**config.mk**
```make
export PLATFORM = sky130hd
export DESIGN_NAME = fglt_bank
export DESIGN_NICKNAME = d
export VERILOG_FILES = /design/src/rtl/fglt_pkg.sv /design/src/rtl/fglt_sync.sv /design/src/rtl/fglt_qualifier.sv /design/src/rtl/fglt_bank.sv
export SDC_FILE = /design/constraint.sdc
export NUM_CORES = 1
export LEC_CHECK = 0
export ABC_AREA = 1
export BUFFER_PORTS_ARGS = -buffer_cell sky130_fd_sc_hd__buf_2
export CORE_ASPECT_RATIO = 0.8
export CORE_UTILIZATION = 56
export CTS_BUF_LIST = sky130_fd_sc_hd__clkbuf_4
export DETAILED_ROUTE_END_ITERATION = 10
export GPL_ROUTABILITY_DRIVEN = 1
export GPL_TIMING_DRIVEN = 1
export PLACE_DENSITY = 0.77
export SLEW_MARGIN = 0
export SYNTH_ARGS = -nofsm -noshare
export SYNTH_HDL_FRONTEND = slang
export SYNTH_SLANG_ARGS = --single-unit
```
**constraint.sdc**
```tcl
create_clock -name clk -period 1.21 [get_ports clk]
set_clock_uncertainty 0.15 [all_clocks]
set_input_delay 0.242 -clock clk [delete_from_list [all_inputs] [get_ports clk]]
set_output_delay 0.242 -clock clk [all_outputs]
set_load 0.02 [all_outputs]
```
**src/rtl/fglt_pkg.sv**
```systemverilog
package fglt_pkg;
  // Default shape: three upper, three lower and one enable channel.
  localparam int DEF_NUM_CH      = 7;
  // 250 ns at a 100 MHz sampling clock.
  localparam int DEF_FILT_CYCLES = 25;
  localparam int DEF_SYNC_STAGES = 2;

  // Width of a counter that must reach max_val.
  function automatic int cnt_width(input int max_val);
    return (max_val < 2) ? 1 : $clog2(max_val + 1);
  endfunction
endpackage

```
**src/rtl/fglt_sync.sv**
```systemverilog
module fglt_sync #(
  parameter int STAGES = 2
) (
  input  logic clk,
  input  logic rst_n,
  input  logic d,
  output logic q
);
  logic [STAGES-1:0] chain;

  generate
    for (genvar k = 0; k < STAGES; k++) begin : g_stage
      if (k == 0) begin : g_first
        always_ff @(posedge clk or negedge rst_n) begin
          if (!rst_n) chain[0] <= 1'b0;
          else        chain[0] <= d;
        end
      end else begin : g_next
        always_ff @(posedge clk or negedge rst_n) begin
          if (!rst_n) chain[k] <= 1'b0;
          else        chain[k] <= chain[k-1];
        end
      end
    end
  endgenerate

  assign q = chain[STAGES-1];
endmodule

```
**src/rtl/fglt_qualifier.sv**
```systemverilog
module fglt_qualifier #(
  parameter int FILT_CYCLES = 25
) (
  input  logic clk,
  input  logic rst_n,
  input  logic level_in,
  output logic level_out
);
  import fglt_pkg::*;

  localparam int              CW   = cnt_width(FILT_CYCLES - 1);
  localparam logic [CW-1:0]   LAST = CW'(FILT_CYCLES - 1);

  logic [CW-1:0] run_cnt;
  logic          held;

  // The counter runs only while the input disagrees with the held level.
  // Any return to agreement clears it, so every change starts over.
  always_ff @(posedge clk or negedge rst_n) begin
    if (!rst_n) begin
      held    <= 1'b0;
      run_cnt <= '0;
    end else if (level_in == held) begin
      run_cnt <= '0;
    end else if (run_cnt == LAST) begin
      held    <= level_in;
      run_cnt <= '0;
    end else begin
      run_cnt <= run_cnt + 1'b1;
    end
  end

  assign level_out = held;
endmodule

```
**src/rtl/fglt_bank.sv**
```systemverilog
module fglt_bank #(
  parameter int NUM_CH      = fglt_pkg::DEF_NUM_CH,
  parameter int FILT_CYCLES = fglt_pkg::DEF_FILT_CYCLES,
  parameter int SYNC_STAGES = fglt_pkg::DEF_SYNC_STAGES
) (
  input  logic              clk,
  input  logic              rst_n,
  input  logic [NUM_CH-1:0] raw_in,
  output logic [NUM_CH-1:0] filt_out
);
  // Synchronized copy of each input, before qualification.
  logic [NUM_CH-1:0] sampled;

  generate
    for (genvar c = 0; c < NUM_CH; c++) begin : g_ch
      fglt_sync #(.STAGES(SYNC_STAGES)) u_sync (
        .clk   (clk),
        .rst_n (rst_n),
        .d     (raw_in[c]),
        .q     (sampled[c])
      );
      fglt_qualifier #(.FILT_CYCLES(FILT_CYCLES)) u_qual (
        .clk       (clk),
        .rst_n     (rst_n),
        .level_in  (sampled[c]),
        .level_out (filt_out[c])
      );
    end
  endgenerate
endmodule

```
==> summary.txt <==
Clock network
  • TritonCTS clock tree: yes
  • Root buffer cell: clkbuf_4
  • Longest Clk Path Bufs: 2
  • Clk Latency, worst-skew pair: 0.37 ns
  • CTS buffer count: 5
  • H-tree levels: 2
  • Clock slew at reported path FFs: 0.15 ns
  • TritonCTS Sinks: 56

Yosys
  • Syn Area/Cell: 9.91 µm²
  • Syn nets: 278
  • Synthesis Warnings: 0
  • Netlist cell types: 19
  • Register bit total from synthesis: 56
  • Post-Syn Instances: 255
  • Mapped Area: 2530 µm²
  • Post-synthesis sequential area ratio: 55.5%

Worst setup path
  • Buf/Inv on CP: 1
  • CP Cell Sequence: buf_6
  • CP Capture Type: output pin
  • Crit path DAT: 0.95 ns
  • CP peak stage delay: 0.44 ns
  • Worst path required time: 0.82 ns
  • Slowest CP cell: dfrtp_1
  • Critical path class: flop to output pin
  • Delay-heaviest family, CP: flip-flops
  • Critical Path Fanout Max: 2
  • Nature of the critical path startpoint: flop

Finish
  • Multi-input gate area in the final layout: 1240 µm²
  • # fillers: 259
  • Diodes inserted: 0
  • Layout Nets: 319
  • Post-route insts no fill: 353
  • Layout cell share with drive strength beyond 1: 37.8%
  • FF+latch area: 1410 µm²
  • Syn-to-layout area delta: 31.4%

Drt
  • DRT iter0 DRCs: 73
  • Wire length per cell: 13.0 µm
  • Vias per inst: 5.09
  • Vias post-DR: 1796
  • First-pass iteration count of the detailed router: 4
  • Residual DRC: 0
  • Final WL: 4.57 mm
  • Antenna-violating nets left: 0

Pwr
  • Combinational Power Share: 11.3%
  • Sw frac: 23.3%
  • Clock group share of total power: 32.4%
  • Final Power: 3640 µW
  • Sequential share of power: 56.3%
  • P_int: 2790 µW
  • Pleak: 0.00150 µW
  • VDD IR-drop max: 759 µV
  • NetSw: 848 µW
  • Pwr Density: 1100 nW/µm²

Timing
  • RSZ-0062 raised after global routing: true
  • Final setup TNS: -1.05 ns
  • Tcrit/Tclk final: 111%
  • Slew @ Worst Pin: 0.289 ns
  • Slew Limit Fails: 0
  • Fmax: 746 MHz
  • Slew headroom: 80.7%
  • Final Hold Fails: 0
  • Tmin final: 1.34 ns
  • Min setup slack post-route: -0.130 ns
  • Setup Viol. Count Final: 20

Outcome
  • Failing checks: setup timing
  • Outcome: complete, but fails checks

Global routing
  • First-pass GRT wire length: 7.11 mm
  • Initial antenna violation count: 0
  • Vias in the first global route: 1692
  • Grt total ovfl: 0
  • Pin count of the biggest net entering global routing: 57
  • Global Route Usage Sum: 19.6%

Floorplan
  • DIE AREA: 4790 µm²
  • Die H: 62.1 µm
  • Row count: 21
  • Io pins: 16
  • Die W: 77.1 µm
  • Core area: 4260 µm²
  • Initial Utilization: 59.3%

Min path
  • Hold Crit Class: flop to flop

Placement
  • PortBufs: 15
  • DP Cell Count: 324
  • Dpl hpwl: 2.73 mm
  • GPL Wtd Cong: 0.776
  • Pre-CTS setup slack: -0.0492 ns

Flow run
  • Total of max-cap violations: 0
==> stage by stage <==
| stage | utilization, % | hold slack, ns | instance area [µm²] |
|---|---|---|---|
| after CTS | 72.2 | 0.226 | 3070 |
| final | 78.0 | 0.222 | 3320 |
| after global placement | 62.6 | 0.112 | 2660 |
| after global routing | 78.0 | 0.237 | 3320 |
| after detailed placement | 62.6 | 0.111 | 2660 |
| after floorplan | - | -0.204 | 2530 |
==> synthesized netlist by cell type, drive strengths merged <==
master  instances  share of area [%]
o21ai           7                1.4
o21bai          6                1.8
buf             7                2.1
a21boi          2               0.59
nor2           29                4.3
xor2            5                1.7
nand4          18                5.7
inv            39                5.8
ha             14                6.9
dfrtp          56                 55
nand3          10                2.0
nand2          48                8.0
xnor2           7                2.4
a21oi           2               0.54
and2            5                1.2
==> cells in the final DEF, fill, tap and decap left out, types with 3 or more instances in the layout <==
master         count
xnor2_1            7
nand3_1            9
nand2_4            8
inv_1             28
ha_4               8
buf_6              8
nand2_1           32
dfrtp_1           50
buf_2              8
clkbuf_4           5
inv_2             11
buf_4             16
and2_1             5
nand4_4            5
o21bai_1           6
dlygate4sd3_1      8
nand2_2            8
nor2_1            17
o21ai_1            5
nand4_1           13
nor2_2            12
xor2_2             3
dfrtp_2            6
ha_2               4
==> flip-flops by register name, summed over array words and instances, names as in the netlist <==
signal                 cells
g_ch.u_sync.chain          7
g_ch.u_qual.run_cnt       35
g_ch.u_qual.level_out      7
g_ch.u_sync.q              7
==> layout make-up <==
type / instances / area share, %
well taps: 57 / 2.15
flip-flops and latches: 56 / 42.5
inverters: 39 / 4.41
repair buffers: 41 / 10.6
clock inverters: 2 / 1.81
clock buffers: 5 / 1.13
multi-input cells: 153 / 37.5
==> cell families after synthesis <==
kind of cell    share of synthesized area, %
compound gates                          4.31
xor+xnor                                4.16
fa+ha+maj                               6.93
buf+inv                                 7.88
flops                                   55.5
simple gates                            21.2
==> final timing paths <==
path                                          start                         to  cells after the start  slack [ns]
setup / recovery           g_ch[1].u_qual.level_out                filt_out[1]                      1       -0.13
hold / removal              g_ch[3].u_sync.chain[0]           g_ch[3].u_sync.q                      0        0.22
setup reg to reg           g_ch[4].u_qual.level_out  g_ch[4].u_qual.run_cnt[0]                      4       -0.04
hold reg to reg             g_ch[3].u_sync.chain[0]           g_ch[3].u_sync.q                      0        0.22
max in group asynchronous                     rst_n  g_ch[6].u_qual.run_cnt[0]                      3        0.37
min in group asynchronous                     rst_n  g_ch[2].u_qual.run_cnt[4]                      3        0.27
==> metal layers <==
metal / GRT usage (%) / vias up / routed length, µm
met5: 0 / - / 0
met4: 7.28 / 0 / 76
met3: 4.53 / 10 / 106
met2: 36.5 / 29 / 2410
met1: 23.1 / 880 / 1980
li1: - / 877 / -
==> power by group through the flow <==
stage | Combinational (µW) | Sequential, µW | Clock (µW)
finish | 410 | 2050 | 1180
global route | 466 | 2060 | 1270
CTS | 329 | 2030 | 1200
detailed placement | 253 | 2070 | 0
global placement | 244 | 2060 | 0
floorplan | 152 | 2050 | 0
==> timing repair <==
action / CTS / global route
resized for setup: 37 / 64
setup buffers: 11 / 3
endpoints found under the setup margin: 41 / 45
pin swaps: 15 / 19
hold buffers: 8 / 0
cloned: 0 / 0
endpoints found under the hold margin: 63 / 0
(Power assumes the default switching activity.)
